[config.mk]
export PLATFORM = sky130hd
export DESIGN_NAME = flash_prog_engine
export DESIGN_NICKNAME = d
export VERILOG_FILES = /design/src/rtl/flash_prog_pkg.sv /design/src/rtl/flash_word_buf.sv /design/src/rtl/flash_poll_timer.sv /design/src/rtl/flash_prog_engine.sv
export SDC_FILE = /design/constraint.sdc
export NUM_CORES = 1
export LEC_CHECK = 0
export BUFFER_PORTS_ARGS = -buffer_cell sky130_fd_sc_hd__buf_2
export CORE_UTILIZATION = 42
export CTS_CLUSTER_SIZE = 30
export DETAILED_ROUTE_END_ITERATION = 8
export RECOVER_POWER = 25
export SKIP_CTS_REPAIR_TIMING = 1
export SLEW_MARGIN = 20
export SYNTH_ARGS = -nofsm -noshare
export SYNTH_HDL_FRONTEND = slang
export SYNTH_SLANG_ARGS = --single-unit
[constraint.sdc]
create_clock -name clk -period 10 [get_ports clk]
set_input_delay 1.5 -clock clk [delete_from_list [all_inputs] [get_ports clk]]
set_output_delay 1.5 -clock clk [all_outputs]
set_load 0.1 [all_outputs]
[src/rtl/flash_prog_pkg.sv]
package flash_prog_pkg;

    typedef enum logic [2:0] {
        ST_IDLE,
        ST_UNLK_A,
        ST_UNLK_B,
        ST_CMD,
        ST_COUNT,
        ST_DATA,
        ST_COMMIT,
        ST_POLL
    } step_e;

    localparam logic [15:0] CMD_KEY_A      = 16'h00AA;
    localparam logic [15:0] CMD_KEY_B      = 16'h0055;
    localparam logic [15:0] CMD_BUF_SETUP  = 16'h0025;
    localparam logic [15:0] CMD_BUF_COMMIT = 16'h0029;
    localparam logic [15:0] CMD_ERASE_ARM  = 16'h0080;
    localparam logic [15:0] CMD_ERASE_GO   = 16'h0030;

endpackage

[src/rtl/flash_word_buf.sv]
module flash_word_buf #(
    parameter int DEPTH  = 32,
    parameter int DATA_W = 16,
    localparam int IDX_W = $clog2(DEPTH)
) (
    input  logic              clk,
    input  logic              we,
    input  logic [IDX_W-1:0]  waddr,
    input  logic [DATA_W-1:0] wdata,
    input  logic [IDX_W-1:0]  raddr,
    output logic [DATA_W-1:0] rdata
);
    logic [DATA_W-1:0] mem_q [DEPTH];

    always_ff @(posedge clk) begin
        if (we) mem_q[waddr] <= wdata;
    end

    assign rdata = mem_q[raddr];
endmodule

[src/rtl/flash_poll_timer.sv]
module flash_poll_timer #(
    parameter int LIMIT_W = 16
) (
    input  logic               clk,
    input  logic               rst_n,
    input  logic               clear,
    input  logic               step,
    input  logic [LIMIT_W-1:0] limit,
    output logic               last_try
);
    logic [LIMIT_W-1:0] cnt_d, cnt_q;
    logic [LIMIT_W:0]   next_cnt;

    always_comb begin
        next_cnt = {1'b0, cnt_q} + {{LIMIT_W{1'b0}}, 1'b1};
        last_try = next_cnt >= {1'b0, limit};
        cnt_d    = cnt_q;
        if (clear)     cnt_d = '0;
        else if (step) cnt_d = next_cnt[LIMIT_W-1:0];
    end

    always_ff @(posedge clk) begin
        if (!rst_n) cnt_q <= '0;
        else        cnt_q <= cnt_d;
    end
endmodule

[src/rtl/flash_prog_engine.sv]
module flash_prog_engine
    import flash_prog_pkg::*;
#(
    parameter int              ADDR_W    = 20,
    parameter int              DATA_W    = 16,
    parameter int              OFS_W     = 18,
    parameter int              MAX_WORDS = 32,
    parameter int              LIMIT_W   = 16,
    parameter logic [ADDR_W-1:0] WIN_BASE  = 20'h60000,
    parameter logic [ADDR_W-1:0] KEY_A_ADR = 20'h00408,
    parameter logic [ADDR_W-1:0] KEY_B_ADR = 20'h00400,
    localparam int IDX_W = $clog2(MAX_WORDS),
    localparam int CNT_W = IDX_W + 1
) (
    input  logic               clk,
    input  logic               rst_n,
    input  logic               start,
    input  logic               op_erase,
    input  logic [OFS_W-1:0]   byte_offset,
    input  logic [CNT_W-1:0]   word_count,
    input  logic [LIMIT_W-1:0] poll_limit,
    input  logic               buf_we,
    input  logic [IDX_W-1:0]   buf_idx,
    input  logic [DATA_W-1:0]  buf_wdata,
    output logic               bus_req,
    output logic               bus_we,
    output logic [ADDR_W-1:0]  bus_addr,
    output logic [DATA_W-1:0]  bus_wdata,
    input  logic               bus_ack,
    input  logic [DATA_W-1:0]  bus_rdata,
    output logic               busy,
    output logic               done,
    output logic               error
);
    typedef struct packed {
        step_e              st;
        logic               erase;
        logic               phase2;
        logic [CNT_W-1:0]   cnt;
        logic [CNT_W-1:0]   idx;
        logic [ADDR_W-1:0]  dbase;
        logic [LIMIT_W-1:0] limit;
        logic               done;
        logic               err;
    } ctx_t;

    ctx_t ctx_d, ctx_q;

    logic [DATA_W-1:0] word_rd;
    logic [CNT_W-1:0]  cnt_m1;
    logic [CNT_W-1:0]  rd_sel;
    logic              poll_clear, poll_step, poll_last;
    logic              poll_ok;

    assign cnt_m1 = ctx_q.cnt - 1'b1;
    assign rd_sel = (ctx_q.st == ST_POLL) ? cnt_m1 : ctx_q.idx;

    flash_word_buf #(.DEPTH(MAX_WORDS), .DATA_W(DATA_W)) u_buf (
        .clk   (clk),
        .we    (buf_we),
        .waddr (buf_idx),
        .wdata (buf_wdata),
        .raddr (rd_sel[IDX_W-1:0]),
        .rdata (word_rd)
    );

    flash_poll_timer #(.LIMIT_W(LIMIT_W)) u_timer (
        .clk      (clk),
        .rst_n    (rst_n),
        .clear    (poll_clear),
        .step     (poll_step),
        .limit    (ctx_q.limit),
        .last_try (poll_last)
    );

    assign poll_ok = ctx_q.erase ? (bus_rdata == {DATA_W{1'b1}})
                                 : (bus_rdata[7] == word_rd[7]);

    always_comb begin
        ctx_d      = ctx_q;
        ctx_d.done = 1'b0;
        ctx_d.err  = 1'b0;
        bus_req    = 1'b0;
        bus_we     = 1'b1;
        bus_addr   = WIN_BASE;
        bus_wdata  = '0;
        poll_clear = (ctx_q.st == ST_IDLE);
        poll_step  = 1'b0;

        case (ctx_q.st)
            ST_IDLE: begin
                if (start) begin
                    if (!op_erase && (word_count == '0 ||
                                      word_count > CNT_W'(MAX_WORDS))) begin
                        ctx_d.err = 1'b1;
                    end else begin
                        ctx_d.st     = ST_UNLK_A;
                        ctx_d.erase  = op_erase;
                        ctx_d.phase2 = 1'b0;
                        ctx_d.cnt    = word_count;
                        ctx_d.idx    = '0;
                        ctx_d.dbase  = WIN_BASE | {{(ADDR_W-OFS_W){1'b0}}, byte_offset};
                        ctx_d.limit  = poll_limit;
                    end
                end
            end
            ST_UNLK_A: begin
                bus_req   = 1'b1;
                bus_addr  = KEY_A_ADR;
                bus_wdata = DATA_W'(CMD_KEY_A);
                if (bus_ack) ctx_d.st = ST_UNLK_B;
            end
            ST_UNLK_B: begin
                bus_req   = 1'b1;
                bus_addr  = KEY_B_ADR;
                bus_wdata = DATA_W'(CMD_KEY_B);
                if (bus_ack) ctx_d.st = ST_CMD;
            end
            ST_CMD: begin
                bus_req = 1'b1;
                if (!ctx_q.erase) begin
                    bus_wdata = DATA_W'(CMD_BUF_SETUP);
                end else if (ctx_q.phase2) begin
                    bus_wdata = DATA_W'(CMD_ERASE_GO);
                end else begin
                    bus_addr  = KEY_A_ADR;
                    bus_wdata = DATA_W'(CMD_ERASE_ARM);
                end
                if (bus_ack) begin
                    if (!ctx_q.erase) begin
                        ctx_d.st = ST_COUNT;
                    end else if (ctx_q.phase2) begin
                        ctx_d.st = ST_POLL;
                    end else begin
                        ctx_d.phase2 = 1'b1;
                        ctx_d.st     = ST_UNLK_A;
                    end
                end
            end
            ST_COUNT: begin
                bus_req   = 1'b1;
                bus_wdata = {{(DATA_W-CNT_W){1'b0}}, cnt_m1};
                if (bus_ack) ctx_d.st = ST_DATA;
            end
            ST_DATA: begin
                bus_req   = 1'b1;
                bus_addr  = ctx_q.dbase + {{(ADDR_W-CNT_W-1){1'b0}}, ctx_q.idx, 1'b0};
                bus_wdata = word_rd;
                if (bus_ack) begin
                    if (ctx_q.idx == cnt_m1) ctx_d.st  = ST_COMMIT;
                    else                     ctx_d.idx = ctx_q.idx + 1'b1;
                end
            end
            ST_COMMIT: begin
                bus_req   = 1'b1;
                bus_wdata = DATA_W'(CMD_BUF_COMMIT);
                if (bus_ack) ctx_d.st = ST_POLL;
            end
            ST_POLL: begin
                bus_req = 1'b1;
                bus_we  = 1'b0;
                if (!ctx_q.erase)
                    bus_addr = ctx_q.dbase + {{(ADDR_W-CNT_W-1){1'b0}}, cnt_m1, 1'b0};
                if (bus_ack) begin
                    if (poll_ok) begin
                        ctx_d.done = 1'b1;
                        ctx_d.st   = ST_IDLE;
                    end else if (poll_last) begin
                        ctx_d.err = 1'b1;
                        ctx_d.st  = ST_IDLE;
                    end else begin
                        poll_step = 1'b1;
                    end
                end
            end
            default: ctx_d.st = ST_IDLE;
        endcase
    end

    always_ff @(posedge clk) begin
        if (!rst_n) begin
            ctx_q <= '{st: ST_IDLE, erase: 1'b0, phase2: 1'b0, cnt: '0, idx: '0,
                       dbase: '0, limit: '0, done: 1'b0, err: 1'b0};
        end else begin
            ctx_q <= ctx_d;
        end
    end

    assign busy  = (ctx_q.st != ST_IDLE);
    assign done  = ctx_q.done;
    assign error = ctx_q.err;
endmodule

==> reports/summary.txt <==
Max-cap violation count: 0
Final cell count without fillers: 3218
Register area share after synthesis: 65.6%
Post-Syn Area: 25500 µm²
Initial Utilization: 42.4%
Slowest CP cell: dfxtp_1
Fin crit period: 6.87 ns
Site Rows: 90
DR vias/cell: 5.65
Ports: 124
Post-DR wirelength/cell: 21.4 µm
Crit path DAT: 5.37 ns
DR iter-0 viols: 1688
Hold_ws: 0.468 ns
GRT Util Overall: 22.2%
Final std cell area, no fill: 29000 µm²
First-pass GRT wire length: 105000 µm
Die area: 61800 µm²
Top_reg_cell synth: edfxtp_1
Synth async-reset ratio: 0%
DRT Pass-1 Iters: 6
Clk_lat worst skew: 0.62 ns
Hold crit path type: flip-flop to flip-flop
Clk buf depth: 3
Final WS setup: 3.13 ns
DRT antenna net count: 0
CTS root buf: clkbuf_16
Synth warn: 0
CTS tree: yes
Max incr delay on CP: 0.88 ns
Cells after Synth: 2303
Setup violations, final: 0
Placed Cells: 3108
Synthesized flop and latch total: 581
Net Count, Synth: 2419
CTS H-Tree Depth: 2
DR vias: 18200
DR DRC count: 0
Synth cell types: 65
Clock transition at path regs: 0.06 ns
Avg Inst Size Synth: 11.1 µm²
Largest cells by area after synthesis: edfxtp_1 60%, nand2_1 9.3%, nand3_1 6.9%, dfxtp_1 5.4%, ha_1 1.5%
Syn-to-layout area delta: 13.4%
Setup Skew: 0.0165 ns
Pwr/cell area: 191 nW/µm²
Die X: 249 µm
Post-DP Area: 27100 µm²
CP Capture Type: primary output
Critical path launch point type: flip-flop
CORE AREA: 60200 µm²
Grt ovf: 0
Outcome: completed
RSZ-0062 raised after global routing: false
Critical Path Most Common Cell: buf_4
Final nets: 2503
DIE HEIGHT: 249 µm
Crit path cell chain: and3_1, buf_4, a21o_4, buf_4, nand2_1, a22oi_1, a41oi_1, a31oi_1, o21a_1, buf_2
Worst EP required: 8.50 ns
Gp weighted congestion: 0.865
Leak pwr: 10.3 nW
Drt total wl: 68900 µm
Top post-synthesis cells by count: 631 x nand2_1, 512 x edfxtp_1, 352 x nand3_1
Synth area leader: edfxtp_1
CTS Buf Count: 59
# port buffers: 122
Slew headroom: 11.1%
Actual slew at the worst max-slew pin: 1.33 ns
Largest net degree at the start of global routing: 87
Post-synth EDFFs: 512
Sink Count: 581
Flop2flop setup slack: 4.33 ns
Share of the synthesized area in the top cell type: 60.2%
Layout cells sized above 1: 12.6%
Setup CP Type: flip-flop to primary output
Final Hold Fails: 0
Post-DP HPWL: 39200 µm
Initial antenna violation count: 2
Setup TNS: 0 ns
Fmax: 146 MHz
Slew Viols, Final: 0
Final period utilization: 68.7%
Critical path fanouts, max: 73
Vias in the first global route: 17800
Most numerous cell in the Yosys netlist: nand2_1
Worst vdd ir: 0.139 mV
Antenna cells: 0
Post-Place Worst Slack: 3.85 ns
==> sequential cells by signal, indices dropped and copies added (netlist names) <==
name,count
done,1
error,1
u_timer.cnt_q,16
ctx_q,51
u_buf.mem_q,512
==> cell families after synthesis <==
group / share of synthesized area [%]
AO/OA/AOI/OAI: 7.35
AND/OR/NAND/NOR: 20.3
flip-flops: 65.6
multiplexers: 0.754
adder cells (fa/ha/maj): 1.67
XOR/XNOR: 1.43
buffers and inverters: 2.87
==> worst paths after layout <==
path,from,endpoint,cells after the start
max,ctx_q[52],bus_wdata[7],10
min,ctx_q[18],ctx_q[18],2
max reg2reg,ctx_q[52],u_timer.cnt_q[10],12
min reg2reg,ctx_q[18],ctx_q[18],2
==> where the power goes <==
part,internal [mW],leakage (nW),switching (mW)
registers,2.68,5.17,0.0384
logic,0.168,4.22,0.454
clock network,1.27,0.941,0.928
==> worst max-delay path: cells and delay by family, from the launching register on <==
| kind | cells | cell delay [ns] |
|---|---|---|
| AND/OR/NAND/NOR | 2 | 0.44 |
| AO/OA/AOI/OAI | 5 | 1.63 |
| buffers and inverters | 3 | 1.71 |
| flip-flops | 1 | 0.88 |
==> per-stage QoR <==
step / util, % / total power, mW
after floorplan: - / 3.22
after global placement: 44.9 / 3.38
after detailed placement: 44.9 / 3.39
after CTS: 48.1 / 5.58
after global routing: 48.1 / 5.73
final: 48.1 / 5.54
==> placed cells by master (no fill, tap or decap), types with 31 or more instances in the layout <==
| master | n |
|---|---|
| inv_1 | 38 |
| a21oi_1 | 59 |
| dfxtp_1 | 69 |
| buf_4 | 46 |
| edfxtp_1 | 512 |
| buf_2 | 112 |
| clkbuf_16 | 59 |
| nand3_1 | 351 |
| nand2_1 | 631 |
| ha_1 | 31 |
| o21ai_0 | 40 |
| and3_1 | 56 |
| a311o_1 | 35 |
| a21boi_0 | 41 |
| nor2_1 | 40 |
==> routing by layer <==
metal / routed length [µm] / track usage (%) / vias to the layer above
met5: 17 / 0 / -
met4: 1820 / 7.28 / 2
met3: 5300 / 3.32 / 111
met2: 31700 / 35.6 / 757
met1: 30000 / 31.1 / 8867
li1: - / - / 8445
==> final cells by class <==
class                   instances  area (µm²)
clock inverters                36         383
repair buffers                168         943
well taps                     782         978
multi-input cells            1537        8230
fillers                      5353       31300
clock buffers                  74        1530
flip-flops and latches        581       16800
inverters                      40         150
Note: power is estimated with default switching activity, not from simulation.
